**src/rtl/tnand_pkg.sv**
```systemverilog
package tnand_pkg;

  typedef enum logic [1:0] {
    OP_NONE  = 2'd0,
    OP_ERASE = 2'd1,
    OP_PROG  = 2'd2,
    OP_READ  = 2'd3
  } op_e;

  typedef enum logic [1:0] {
    ST_OK     = 2'd0,
    ST_REJECT = 2'd1,
    ST_EFAIL  = 2'd2
  } stat_e;

  localparam logic [1:0] T_ZERO = 2'b00;
  localparam logic [1:0] T_POS  = 2'b01;
  localparam logic [1:0] T_NEG  = 2'b11;

  // value a cell reaches when the given half is erased
  function automatic logic [1:0] erased_trit(input logic half);
    return half ? T_POS : T_NEG;
  endfunction

  // a nonzero request must match the cell's present erased value
  function automatic logic prog_trit_ok(input logic [1:0] cur, input logic [1:0] req);
    if (req == T_POS) return cur == T_POS;
    if (req == T_NEG) return cur == T_NEG;
    return 1'b1;
  endfunction

  function automatic logic [1:0] prog_trit_next(input logic [1:0] cur, input logic [1:0] req);
    if (req == T_POS || req == T_NEG) return T_ZERO;
    return cur;
  endfunction

endpackage

```
**src/rtl/tnand_cell_array.sv**
```systemverilog
module tnand_cell_array #(
  parameter int NBLK  = 4,
  parameter int NPG   = 4,
  parameter int NCELL = 8,
  localparam int BW   = $clog2(NBLK),
  localparam int GW   = $clog2(NPG),
  localparam int RW   = BW + GW,
  localparam int NROW = NBLK * NPG,
  localparam int PW   = 2 * NCELL
) (
  input  logic          clk,
  input  logic          rst_n,
  input  logic          er_go,
  input  logic [BW-1:0] er_blk,
  input  logic          er_half,
  input  logic          er_weak,
  input  logic          pg_go,
  input  logic [RW-1:0] pg_row,
  input  logic [PW-1:0] pg_data,
  input  logic [RW-1:0] rd_row,
  output logic [PW-1:0] rd_data
);
  import tnand_pkg::*;

  logic [PW-1:0] mem [NROW];
  logic [PW-1:0] fill;

  always_comb begin
    for (int c = 0; c < NCELL; c++) fill[2*c +: 2] = erased_trit(er_half);
  end

  always_ff @(posedge clk) begin
    if (!rst_n) begin
      for (int r = 0; r < NROW; r++) mem[r] <= '0;
    end else if (er_go) begin
      for (int p = 0; p < NPG; p++) begin
        if (p == 0 && er_weak)
          mem[{er_blk, GW'(p)}] <= {fill[PW-1:2], mem[{er_blk, GW'(p)}][1:0]};
        else
          mem[{er_blk, GW'(p)}] <= fill;
      end
    end else if (pg_go) begin
      mem[pg_row] <= pg_data;
    end
  end

  assign rd_data = mem[rd_row];

endmodule

```
**src/rtl/tnand_page_buf.sv**
```systemverilog
module tnand_page_buf #(
  parameter int NCELL = 8,
  localparam int CW   = $clog2(NCELL),
  localparam int PW   = 2 * NCELL
) (
  input  logic          clk,
  input  logic          rst_n,
  input  logic          io_we,
  input  logic [CW-1:0] io_idx,
  input  logic [1:0]    io_trit,
  input  logic          ld_go,
  input  logic [PW-1:0] ld_data,
  output logic [PW-1:0] q
);
  always_ff @(posedge clk) begin
    if (!rst_n)      q <= '0;
    else if (ld_go)  q <= ld_data;
    else if (io_we)  q[2*io_idx +: 2] <= io_trit;
  end
endmodule

```
**src/rtl/tnand_seq.sv**
```systemverilog
module tnand_seq #(
  parameter int NBLK      = 4,
  parameter int NPG       = 4,
  parameter int NCELL     = 8,
  parameter int MAX_RETRY = 3,
  localparam int BW  = $clog2(NBLK),
  localparam int GW  = $clog2(NPG),
  localparam int RW  = BW + GW,
  localparam int PW  = 2 * NCELL,
  localparam int PCW = $clog2(MAX_RETRY + 2)
) (
  input  logic           clk,
  input  logic           rst_n,
  input  logic           cmd_valid,
  input  logic [1:0]     cmd_op,
  input  logic           cmd_half,
  input  logic [BW-1:0]  cmd_blk,
  input  logic [GW-1:0]  cmd_page,
  input  logic [PCW-1:0] slow_pulses,
  input  logic [PW-1:0]  arr_rd_data,
  input  logic [PW-1:0]  buf_q,
  output logic           busy,
  output logic           done,
  output logic [1:0]     status,
  output logic [PCW-1:0] pulses,
  output logic [NBLK-1:0] blk_erased,
  output logic           acc,
  output logic [BW-1:0]  act_blk,
  output logic           er_go,
  output logic           er_half,
  output logic           er_weak,
  output logic           pg_go,
  output logic [PW-1:0]  pg_data,
  output logic [RW-1:0]  arr_rd_row,
  output logic           ld_go,
  output logic           verify_miss
);
  import tnand_pkg::*;

  typedef enum logic [2:0] {
    S_IDLE, S_EPULSE, S_EVER, S_PCHK, S_PWR, S_READ, S_DONE
  } st_e;

  st_e           state;
  op_e           op_q;
  logic          half_q;
  logic [BW-1:0] blk_q;
  logic [GW-1:0] pg_sel;
  logic [GW-1:0] vpg;
  logic          page_all_erased;
  logic          page_prog_ok;

  always_comb begin
    page_all_erased = 1'b1;
    page_prog_ok    = 1'b1;
    pg_data         = arr_rd_data;
    for (int c = 0; c < NCELL; c++) begin
      if (arr_rd_data[2*c +: 2] != erased_trit(half_q)) page_all_erased = 1'b0;
      if (!prog_trit_ok(arr_rd_data[2*c +: 2], buf_q[2*c +: 2])) page_prog_ok = 1'b0;
      pg_data[2*c +: 2] = prog_trit_next(arr_rd_data[2*c +: 2], buf_q[2*c +: 2]);
    end
  end

  assign acc         = (state == S_IDLE) && cmd_valid && (cmd_op != OP_NONE);
  assign busy        = (state != S_IDLE);
  assign done        = (state == S_DONE);
  assign act_blk     = blk_q;
  assign er_go       = (state == S_EPULSE);
  assign er_half     = half_q;
  assign er_weak     = (pulses < slow_pulses);
  assign pg_go       = (state == S_PWR);
  assign ld_go       = (state == S_READ);
  assign arr_rd_row  = (state == S_EVER) ? {blk_q, vpg} : {blk_q, pg_sel};
  assign verify_miss = (state == S_EVER) && !page_all_erased;

  always_ff @(posedge clk) begin
    if (!rst_n) begin
      state      <= S_IDLE;
      op_q       <= OP_NONE;
      half_q     <= 1'b0;
      blk_q      <= '0;
      pg_sel     <= '0;
      vpg        <= '0;
      pulses     <= '0;
      status     <= ST_OK;
      blk_erased <= '0;
    end else begin
      case (state)
        S_IDLE: if (acc) begin
          op_q   <= op_e'(cmd_op);
          half_q <= cmd_half;
          blk_q  <= cmd_blk;
          pg_sel <= cmd_page;
          pulses <= '0;
          vpg    <= '0;
          case (op_e'(cmd_op))
            OP_ERASE: begin
              blk_erased[cmd_blk] <= 1'b0;
              state <= S_EPULSE;
            end
            OP_PROG: state <= blk_erased[cmd_blk] ? S_PCHK : S_EPULSE;
            default: state <= S_READ;
          endcase
        end
        S_EPULSE: begin
          pulses <= pulses + 1'b1;
          vpg    <= '0;
          state  <= S_EVER;
        end
        S_EVER: begin
          if (verify_miss) begin
            if (pulses > PCW'(MAX_RETRY)) begin
              status            <= ST_EFAIL;
              blk_erased[blk_q] <= 1'b0;
              state             <= S_DONE;
            end else begin
              state <= S_EPULSE;
            end
          end else if (vpg == GW'(NPG - 1)) begin
            blk_erased[blk_q] <= 1'b1;
            if (op_q == OP_PROG) state <= S_PCHK;
            else begin
              status <= ST_OK;
              state  <= S_DONE;
            end
          end else begin
            vpg <= vpg + 1'b1;
          end
        end
        S_PCHK: begin
          if (!page_prog_ok) begin
            status <= ST_REJECT;
            state  <= S_DONE;
          end else begin
            state <= S_PWR;
          end
        end
        S_PWR: begin
          status <= ST_OK;
          state  <= S_DONE;
        end
        S_READ: begin
          status <= ST_OK;
          state  <= S_DONE;
        end
        default: state <= S_IDLE;
      endcase
    end
  end

endmodule

```
**src/rtl/tnand_ctrl.sv**
```systemverilog
module tnand_ctrl #(
  parameter int NBLK      = 4,
  parameter int NPG       = 4,
  parameter int NCELL     = 8,
  parameter int MAX_RETRY = 3,
  localparam int BW  = $clog2(NBLK),
  localparam int GW  = $clog2(NPG),
  localparam int CW  = $clog2(NCELL),
  localparam int RW  = BW + GW,
  localparam int PW  = 2 * NCELL,
  localparam int PCW = $clog2(MAX_RETRY + 2)
) (
  input  logic            clk,
  input  logic            rst_n,
  input  logic            cmd_valid,
  input  logic [1:0]      cmd_op,
  input  logic            cmd_half,
  input  logic [BW-1:0]   cmd_blk,
  input  logic [GW-1:0]   cmd_page,
  input  logic            io_we,
  input  logic [CW-1:0]   io_idx,
  input  logic [1:0]      io_trit,
  input  logic [PCW-1:0]  slow_pulses,
  output logic            busy,
  output logic            done,
  output logic [1:0]      status,
  output logic [PCW-1:0]  pulses,
  output logic [PW-1:0]   page_q,
  output logic [NBLK-1:0] blk_erased
);

  logic          acc;
  logic [BW-1:0] act_blk;
  logic          er_go;
  logic          er_half;
  logic          er_weak;
  logic          pg_go;
  logic [PW-1:0] pg_data;
  logic [RW-1:0] arr_rd_row;
  logic [PW-1:0] arr_rd_data;
  logic          ld_go;
  logic          verify_miss;
  logic          buf_we;

  assign buf_we = io_we && !busy;

  tnand_seq #(
    .NBLK(NBLK), .NPG(NPG), .NCELL(NCELL), .MAX_RETRY(MAX_RETRY)
  ) u_seq (
    .clk(clk), .rst_n(rst_n),
    .cmd_valid(cmd_valid), .cmd_op(cmd_op), .cmd_half(cmd_half),
    .cmd_blk(cmd_blk), .cmd_page(cmd_page), .slow_pulses(slow_pulses),
    .arr_rd_data(arr_rd_data), .buf_q(page_q),
    .busy(busy), .done(done), .status(status), .pulses(pulses),
    .blk_erased(blk_erased), .acc(acc), .act_blk(act_blk),
    .er_go(er_go), .er_half(er_half), .er_weak(er_weak),
    .pg_go(pg_go), .pg_data(pg_data), .arr_rd_row(arr_rd_row),
    .ld_go(ld_go), .verify_miss(verify_miss)
  );

  tnand_cell_array #(
    .NBLK(NBLK), .NPG(NPG), .NCELL(NCELL)
  ) u_array (
    .clk(clk), .rst_n(rst_n),
    .er_go(er_go), .er_blk(act_blk), .er_half(er_half), .er_weak(er_weak),
    .pg_go(pg_go), .pg_row(arr_rd_row), .pg_data(pg_data),
    .rd_row(arr_rd_row), .rd_data(arr_rd_data)
  );

  tnand_page_buf #(
    .NCELL(NCELL)
  ) u_buf (
    .clk(clk), .rst_n(rst_n),
    .io_we(buf_we), .io_idx(io_idx), .io_trit(io_trit),
    .ld_go(ld_go), .ld_data(arr_rd_data), .q(page_q)
  );

endmodule

```
**config.mk**
```make
export PLATFORM = sky130hd
export DESIGN_NAME = tnand_ctrl
export DESIGN_NICKNAME = d
export VERILOG_FILES = /design/src/rtl/tnand_pkg.sv /design/src/rtl/tnand_cell_array.sv /design/src/rtl/tnand_page_buf.sv /design/src/rtl/tnand_seq.sv /design/src/rtl/tnand_ctrl.sv
export SDC_FILE = /design/constraint.sdc
export NUM_CORES = 1
export LEC_CHECK = 0
export ABC_AREA = 0
export BUFFER_PORTS_ARGS = -buffer_cell sky130_fd_sc_hd__buf_2
export CAP_MARGIN = 15
export CELL_PAD_IN_SITES_DETAIL_PLACEMENT = 1
export CELL_PAD_IN_SITES_GLOBAL_PLACEMENT = 2
export CORE_ASPECT_RATIO = 1.5
export CORE_MARGIN = 8
export CORE_UTILIZATION = 45
export DETAILED_ROUTE_END_ITERATION = 12
export PLACE_DENSITY = 0.87
export SLEW_MARGIN = 20
export SYNTH_ARGS = -nofsm -noshare
export SYNTH_HDL_FRONTEND = slang
export SYNTH_SLANG_ARGS = --single-unit
```
**constraint.sdc**
```tcl
create_clock -name clk -period 4.5 [get_ports clk]
set_input_delay 0.9 -clock clk [delete_from_list [all_inputs] [get_ports clk]]
set_output_delay 0.9 -clock clk [all_outputs]
set_load 0.03 [all_outputs]
```
; ---- Word level (Yosys, flattened, before mapping)
; Memories as Yosys holds them, arrays and structs flattened.
; Index checks and enable logic that the tools add are counted.
[word_totals]
reg_bits = 37
ramBits = 256
output_inout_bits = 27
n_memories = 1
[classes]
n_addsub = 3
n_lt_le_gt_ge = 6
eq_ne = 59
shift = 2
muxes = 167
bitwise_logic = 7
n_reduce_logical = 37
[mem_list]
columns = memory, depth, width, read_ports, rd_ports_with_merged_regs, write_ports, line_no
row1 = u_array.mem, 16, 16, 1, 0, 16, tnand_cell_array.sv:25  ; logic [PW-1:0] mem [NROW];
[ops]
columns = op, n
row1 = 2-to-1 mux 16 bit, 7
row2 = 2-to-1 mux 1 bit, 102
row3 = OR reduction 16 bit, 5
row4 = 2-to-1 mux 2 bit, 31
row5 = 2-to-1 mux 4 bit, 10
row6 = == test 2 bit (second input constant), 19
row7 = == test 2 x 1 -> 1 bit (second input constant), 17
row8 = negator 4 -> 34 bit, 1
row9 = variable shift 2 x 34 -> 16 bit (first input constant), 1
row10 = indexed part select 2 x 34 -> 16 bit, 1
row11 = 2-to-1 mux 3 bit, 6
row12 = bitwise mux 16 bit, 1
row13 = inequality test 2 bit, 8
row14 = one-hot mux 3 bit (5 select lines), 1
row15 = 2-to-1 mux 14 bit, 1
row16 = one-hot mux 2 bit (3 select lines), 2
row17 = one-hot mux 3 bit (2 select lines), 2
row18 = inequality test 2 bit (second input constant), 5
row19 = AND reduction 5 bit, 2
row20 = == test 3 bit (second input constant), 3
row21 = nonzero test 3 bit, 3
row22 = AND 4 bit, 2
row23 = logical OR 1 bit, 8
row24 = NOT 4 bit, 2
row25 = other kinds (23), 41

; ---- Logic depth before layout (Yosys ltp)
; Gate-level depths: netlist of the first run.
; An unclocked memory read counts as a cell.
[logic_depth]
depth_word = 18
mapped_depth = 16

; ---- Cells and area by module
; From an unflattened synthesis of the first run, not the netlist that was laid out.
[unflattened]
cells_unflattened = 1168
hier_area_um2 = 14400.1
[modules_own_cells]
columns = module, n_inst, cells_each, area_per_inst_um2, seq_area_each_um2
row1 = tnand_cell_array, 1, 824, 11738.8, 7687.4
row2 = tnand_seq, 1, 222, 1675.4, 420.4
row3 = tnand_page_buf, 1, 121, 972.2, 320.3
row4 = tnand_ctrl, 1, 1, 13.8, 0.0

; ---- Worst setup path before layout of the first run
; Ideal clock, no wire load.
[synth_path]
path_type = flip-flop to flip-flop
startpoint = register u_seq.state[1]
endpoint = register with a tool-made name
arrival_time_ps = 3542
t_required_ps = 4381
slack_ps = 839
path_stages_with_launch = 15
path_buffers = 4
cell_sequence = dfxtp_1 buf_4 or3b_4 buf_6 buf_8 buf_4 mux2i_1 a22oi_1 nand3_1 or4_1 or4_1 a21o_1 mux2_4 or2_4 o221a_1
[synth_lines]
columns = element, line_no
row1 = from (decl), tnand_seq.sv:44  ; st_e state;
row2 = from (signal assigned), tnand_seq.sv:101  ; OP_PROG: state <= blk_erased[cmd_blk] ? S_PCHK : S_EPULSE;

==> results of run 1 <==
[how the worst max path moves through the flow]
stage | endpoint | slack (ns)
after global placement | u_seq.status[0] | 0.41
after detailed placement | u_seq.status[0] | 0.33
after CTS | u_seq.status[0] | 0.26
after floorplan | flip-flop | 0.84
after global routing | u_seq.status[0] | 0.17
final | flip-flop | 0.31
[cell type report]
class	instances	area, um2	share of cell area, %
diodes	1	2.50	0.0140
clock buffers	30	729	4.08
clock inverters	21	342	1.91
inverters	16	60.1	0.336
multi-input cells	828	6930	38.7
flip-flops and latches	293	8440	47.2
well taps	478	598	3.34
repair buffers	114	781	4.37
[routing by layer]
layer / part of all wire [%] / global-route usage, % / vias to the layer above
li1: - / - / 4995
met1: 35 / 29.0 / 6113
met2: 51 / 44.5 / 581
met3: 6.9 / 3.82 / 160
met4: 7.2 / 16.5 / 2
met5: 0.024 / 0 / -
[through the flow]
step	setup WS, ns	instance area [um2]	hold WS, ns
3_5_place_dp	0.332	16800	0.451
3_3_place_gp	0.408	16800	0.449
5_1_grt	0.166	17900	0.486
4_1_cts	0.255	17900	0.461
6_report	0.313	17900	0.458
2_1_floorplan	0.839	16200	0.438
[layout by cell type, fill, tap and decap left out, drive strengths merged, types with 3 or more instances in the layout]
master  Yosys  layout
nor3        7       7
bufinv      0       9
nor4        5       5
o211ai      3       3
o21ai     261     261
nand2     103     103
mux2i      36      36
a211oi      5       5
nand3      33      33
a221oi      3       3
nand2b     18      18
mux4      120     120
and3       18      18
inv        16      16
xnor2       7       7
and2        6       6
or4         7       7
clkinv      0      11
a21o        5       5
nor2b       6       6
o22ai      34      34
ha         10      10
nor2       28      28
o221ai      3       3
or2        23      23
clkbuf    102      30
edfxtp    256     256
or3         4       4
a21boi      9       9
a31oi      10      10
buf        37     114
nand4       6       6
dfxtp      37      37
mux2       11      11
o221a       4       4
a21oi      16      16
[what timing repair did]
item	in CTS	in global routing
gates resized for setup	0	1
endpoints found under the hold margin	0	0
endpoints found under the setup margin	0	1
setup buffers	0	0
[flip-flops by register name (all words and copies together) (netlist names), 2 cells and up, named ones only]
| register | cells |
|---|---|
| u_seq.state | 3 |
| u_seq.vpg | 2 |
| u_seq.pg_sel | 2 |
| u_buf.q | 16 |
| u_seq.op_q | 2 |
| u_seq.pulses | 3 |
| u_array.mem | 256 |
| u_seq.act_blk | 2 |
| u_seq.status | 2 |
[power by group through the flow]
stage	registers, mW	logic [mW]	clock network (mW)
6_report	3.26	1.43	2.78
4_1_cts	3.26	1.41	2.80
2_1_floorplan	3.26	0.914	0
3_3_place_gp	3.29	1.37	0
3_5_place_dp	3.31	1.40	0
5_1_grt	3.27	1.49	2.88
[worst max-delay path, delay by kind of cell (launching register included)]
family / cells / cell delay [ns]
AOI/OAI and AO/OA: 5 / 1.68
DFF: 1 / 0.56
muxes: 2 / 0.57
and+or+nand+nor: 3 / 1.25
[cell families after synthesis]
family / after synthesis
muxes: 167
xor gates and xnor gates: 8
AOI/OAI and AO/OA: 369
buffers and inverters: 155
DFF: 293
adders and majority gates: 10
and+or+nand+nor: 274
==> metrics.md, run 1 <==
| Metric | Value |
|---|---|
| Sink Count | `293` |
| Design Power | `7.47 mW` |
| Sw Share | `between 20% and 30%` |
| Synth Area in Compound Gates | `roughly 13%` |
| Worst slew margin | `between 30% and 40%` |
| First-pass GRT wire length | `81.4 mm` |
| Primary FF master, synth | `edfxtp_1` |
| Worst slew pin tran | `roughly 1.0 ns` |
| Critical Path Sink Type | `flip-flop` |
| Rows | `85` |
| CTS HTree Levels | `1` |
| Vias per inst | `around 6.7` |
| Layout area overhead | `10.3%` |
| Routed Wire Length | `55.0 mm` |
| TritonCTS clock tree | `yes` |
| Register area share after synthesis | `slightly above 50%` |
| Slowest cell delay on critical path | `0.60 ns` |
| PortBufs | `between 40 and 50` |
| WL/cell | `30.9 um` |
| Drt pass-1 iters | `5` |
| Chip width | `between 150 and 200 um` |
| Synth Cell Area | `approximately 16000 um2` |
| Simple-Gate Fraction of Synth Area | `~8.5%` |
| Worst vdd ir | `0.254 mV` |
| Synth Net Count | `between 1000 and 1500` |
| Clock group share of total power | `a little under two fifths` |
| Fmax | `between 200 and 250 MHz` |
| Drt initial violations | `between 1000 and 1500` |
| Post-DP HPWL | `~38 mm` |
| WHS Endpoint | `u_seq.status[0]` |
| Netlist cell types | `67` |
| Post-route insts no fill | `between 1500 and 2000` |
| Clock Latency Late Sink | `roughly 0.57 ns` |
| Critical Path Slowest Stage Cell | `or4_1` |
| Clock Path Buffers | `3` |
| Number of global-route vias before repair | `roughly 12000` |
| Yosys Warn Count | `0` |
| Clock skew | `~0.021 ns` |
| Post-synth EDFFs | `256` |
| Area leader, netlist | `edfxtp_1` |
| DRC | `0` |
| Largest family of logic cells by synthesized area | `multiplexers` |
| Setup violations, final | `0` |
| Placed cells | `between 1500 and 2000` |
| GRT Residual Overflow | `0` |
| Sequential power share | `43.6%` |
| Int Power | `5.28 mW` |
| Flops & latches, synth | `approximately 290` |
| I/O pin total | `46` |
| Final GP Congestion | `0.933` |
| Clock transition at the registers of the reported paths | `0.07 ns` |
| Root Driver | `clkbuf_16` |
| Power share of the combinational group | `a little under a fifth` |
| Req. time, crit path | `between 4 and 5 ns` |
| Max-cap viol count | `0` |
| Crit path DAT | `~4.7 ns` |
| Fillers | `around 3700` |
| Antenna-violating nets left | `0` |
| Adder-cell share of the synthesized area | `less than 1%` |
| DR vias | `11851` |
| Min-Delay Path Class | `flip-flop to flip-flop` |
| Period utilization | `between 90 and 100%` |
| Initial antenna violation count | `3` |
| Worst setup path start | `u_seq.state[2]` |
| Syn_area_per_cell | `12.7 um2` |
| Fraction of registers with async set/reset | `0%` |
| Hold depth | `2` |
| CP dominant cell by count | `a21o_1` |
| Largest net degree at the start of global routing | `39` |
| HP Start | `u_seq.status[0]` |
| Core ar. | `35700 um2` |
| Top post-synthesis cells by area | `edfxtp_1 (47%), mux4_2 (15%), o21ai_0 (7.8%)` |
| Reg2reg path depth | `10` |
| Final hold vios | `0` |
| Fraction of layout cells with a size suffix above 1 | `24.0%` |
| Nets | `~1300` |
| Worst setup path class | `flip-flop to flip-flop` |
| Synth cell count leaders | `edfxtp_1 (256), o21ai_0 (254), mux4_2 (107)` |
| Setup tns final | `0 ns` |
| Aggregate global-route resource usage | `roughly 26%` |
| Final core occ | `approximately half` |
| Die area | `roughly 42000 um2` |
| Leakage dissipation | `roughly 6.5 nW` |
| Post-synth top area share | `~47%` |
| Die height | `roughly 250 um` |
| Hold Buf Count CTS | `0` |
| Multiplexer share of the synthesized area | `~20%` |
| Max-slew violation count | `0` |
| Minimum clock period | `approximately 4.2 ns` |
| Critical path startpoint category | `flip-flop` |
| Starting density of the core | `45.4%` |
| Status | `completed` |
| Xor/xnor share of the synthesized area | `less than 1%` |
| Cts bufs inserted | `28` |
| CP Max Fanout | `16` |
| Worst reg-to-reg setup slack | `around 0.31 ns` |
| Mapped Cells | `between 1000 and 1500` |
| Critical R2R Launch | `u_seq.state[2]` |
| Cell chain of the critical path | `or3b_4 -> a21o_1 -> mux2i_1 -> a221oi_1 -> a211oi_1 -> or4_1 -> a21o_1 -> mux2_4 -> or2_4 -> o221a_1` |
| RSZ-0062 raised after global routing | `false` |
| P_sw | `2.18 mW` |
| PwrDens | `between 400 and 500 nW/um2` |
| Top-count cell post-synth | `edfxtp_1` |
Note: power is estimated with default switching activity, not from simulation.
==> run 2, diff against run 1 <==
- PLACE_DENSITY: 0.87 -> 0.84
==> run 2 against run 1 <==
- die area is the same
- non-clock buffer count grew 5
- sequential cell count is the same
- routed wire length shrank 0.25%
- worst setup slack gained 0.056 ns
- critical path depth grew 2
- sequential power is essentially flat
- critical path type unchanged
- count of clock-buffer cells in the layout grew 6
- clock skew grew 0.0099 ns
- total power shrank 1.6%
- combinational power is essentially flat
- core utilization is essentially flat
==> metrics.md, run 2 (synthesized netlist as in run 1, its figures left out) <==
| Metric | Value |
|---|---|
| Register Area | `8440 um2 (unchanged)` |
| Antenna-violating nets left | `0 (unchanged)` |
| First-pass GRT wire length | `81.6 mm (+0.29%)` |
| Most frequent cells in the layout | `edfxtp_1 (256), o21ai_0 (254), mux4_2 (107)` |
| Met1 usage | `29.7% (+0.75 points)` |
| Starting density of the core | `45.4% (unchanged)` |
| Hold Buf Count CTS | `0 (unchanged)` |
| Minimum clock period | `4.13 ns (-0.0558 ns)` |
| CP Buf/Inv Count | `2 (+2)` |
| Core ar. | `35700 um2 (unchanged)` |
| Max-cap viol count | `0 (unchanged)` |
| WL/cell | `30.6 um (-0.87%)` |
| I/O pin total | `46 (unchanged)` |
| Routed Wire Length | `54.8 mm (-0.25%)` |
| Worst setup path class | `flip-flop to flip-flop` |
| Worst slew pin tran | `1.01 ns (-0.0358 ns)` |
| Family with the most delay on the worst path | `compound AO/OA/AOI/OAI gates` |
| Req. time, crit path | `5.01 ns (+0.05 ns)` |
| Routing usage on met3 | `3.33% (-0.49 points)` |
| Layout area overhead | `10.4% (about the same)` |
| Nets | `1318 (+0.61%)` |
| Clock Path Buffers | `3 (unchanged)` |
| Critical Path Slowest Stage Cell | `mux4_2` |
| Die height | `248 um (unchanged)` |
| Fillers | `3681 (+0.68%)` |
| Drt initial violations | `1110 (-20%)` |
| Rows | `85 (unchanged)` |
| Largest registers | `u_array.mem x256, u_buf.q x16` |
| Cts bufs inserted | `31 (+11%)` |
| TritonCTS clock tree | `yes` |
| Leakage dissipation | `6.48 nW (+0.12%)` |
| Met2 Use GR | `45.1% (+0.56 points)` |
| Max-slew violation count | `0 (unchanged)` |
| CTS HTree Levels | `1 (unchanged)` |
| Postcts setup bufs | `0 (unchanged)` |
| Worst vdd ir | `0.238 mV (-6.2%)` |
| Max FFs per register | `256 (unchanged)` |
| Multi-input gate area | `6930 um2 (about the same)` |
| Aggregate global-route resource usage | `26.0% (+0.28 points)` |
| RSZ-0062 raised after global routing | `false` |
| Largest reg by FF count | `u_array.mem` |
| Drt pass-1 iters | `5 (unchanged)` |
| Chip width | `171 um (unchanged)` |
| Final hold vios | `0 (unchanged)` |
| Period utilization | `91.8% (-1.2 points)` |
| Status | `completed` |
| PortBufs | `45 (unchanged)` |
| Clock transition at the registers of the reported paths | `0.07 ns (about the same)` |
| CP Max Fanout | `20 (+4)` |
| Setup tns final | `0 ns (unchanged)` |
| Slowest cell delay on critical path | `0.59 ns (about the same)` |
| Sink Count | `293 (unchanged)` |
| DRC | `0 (unchanged)` |
| Worst slew margin | `32.7% (+2.4 points)` |
| Post-route insts no fill | `1792 (+0.62%)` |
| Number of global-route vias before repair | `12306 (+0.016%)` |
| GRT busiest layer | `met2` |
| Initial antenna violation count | `2 (-1)` |
| Min-Delay Path Class | `flip-flop to flip-flop` |
| Critical path startpoint category | `flip-flop` |
| Fraction of layout cells with a size suffix above 1 | `24.3% (+0.22 points)` |
| Cts repair resizes | `0 (unchanged)` |
| PwrDens | `411 nW/um2 (-1.6%)` |
| Cell chain of the critical path | `buf_4 -> and4bb_2 -> a21oi_4 -> mux4_2 -> a21oi_1 -> a22o_1 -> or3_1 -> a21o_1 -> buf_4 -> a21oi_1 -> a221oi_1 -> mux2i_1` |
| Final GP Congestion | `0.913 (-2.2%)` |
| Post-DP HPWL | `38.0 mm (+0.14%)` |
| Die area | `42500 um2 (unchanged)` |
| Root Driver | `clkbuf_16` |
| Clock skew | `0.0312 ns (+0.00994 ns)` |
| Critical Path Sink Type | `flip-flop` |
| Vias per inst | `6.54 (-1.7%)` |
| Placed cells | `1734 (+0.29%)` |
| Most common cell after layout, fill and taps aside | `edfxtp_1` |
| Largest net degree at the start of global routing | `39 (unchanged)` |
| GRT Residual Overflow | `0 (unchanged)` |
| DR vias | `11725 (-1.1%)` |
| Design Power | `7.35 mW (-1.6%)` |
| Setup violations, final | `0 (unchanged)` |
| Crit path DAT | `4.64 ns (about the same)` |
| Clock Latency Late Sink | `0.60 ns (+0.03 ns)` |
| Fmax | `242 MHz (+1.4%)` |
[run 2: routing by layer]
layer,share of wire [%],up-vias
met4,6.8,0
met5,0,-
met3,5.9,124
li1,-,5014
met1,36,6115
met2,52,472
[run 2: worst paths after layout]
check                              startpoint         endpoint  slack, ns  cells past startpoint
worst min-delay path            u_seq.op_q[0]    u_seq.op_q[0]       0.47                      2
worst max register to register   u_seq.vpg[1]  u_seq.status[0]       0.37                     12
worst min register to register  u_seq.op_q[0]    u_seq.op_q[0]       0.47                      2
worst max-delay path             u_seq.vpg[1]  u_seq.status[0]       0.37                     12
[run 2: power breakdown]
group          total [mW]  internal (mW)  switching [mW]  leakage, nW
logic                1.43          0.478           0.949         3.03
registers            3.26           3.12           0.132         2.95
clock network        2.66           1.54            1.12        0.499
[run 2: worst min-delay path: cells and delay by family (launching register included)]
family | cells | cell delay (ns)
DFF | 1 | 0.31
AOI/OAI and AO/OA | 1 | 0.06
and+or+nand+nor | 1 | 0.05
[run 2: layout make-up]
cell class,count,share of cell area (%)
multi-input cells,828,38.7
clock inverters,19,1.25
repair buffers,119,4.64
clock buffers,36,4.44
inverters,16,0.336
diodes,3,0.0420
flip-flops and latches,293,47.2
well taps,478,3.34
[run 2: through the flow]
step	worst slack (ns)	hold slack, ns	util (%)	area (um2)
2_1_floorplan	0.839	0.438	-	16200
3_3_place_gp	0.435	0.447	47.2	16900
3_5_place_dp	0.409	0.456	47.2	16900
4_1_cts	0.390	0.473	50.0	17900
5_1_grt	0.173	0.500	50.0	17900
6_report	0.368	0.468	50.1	17900
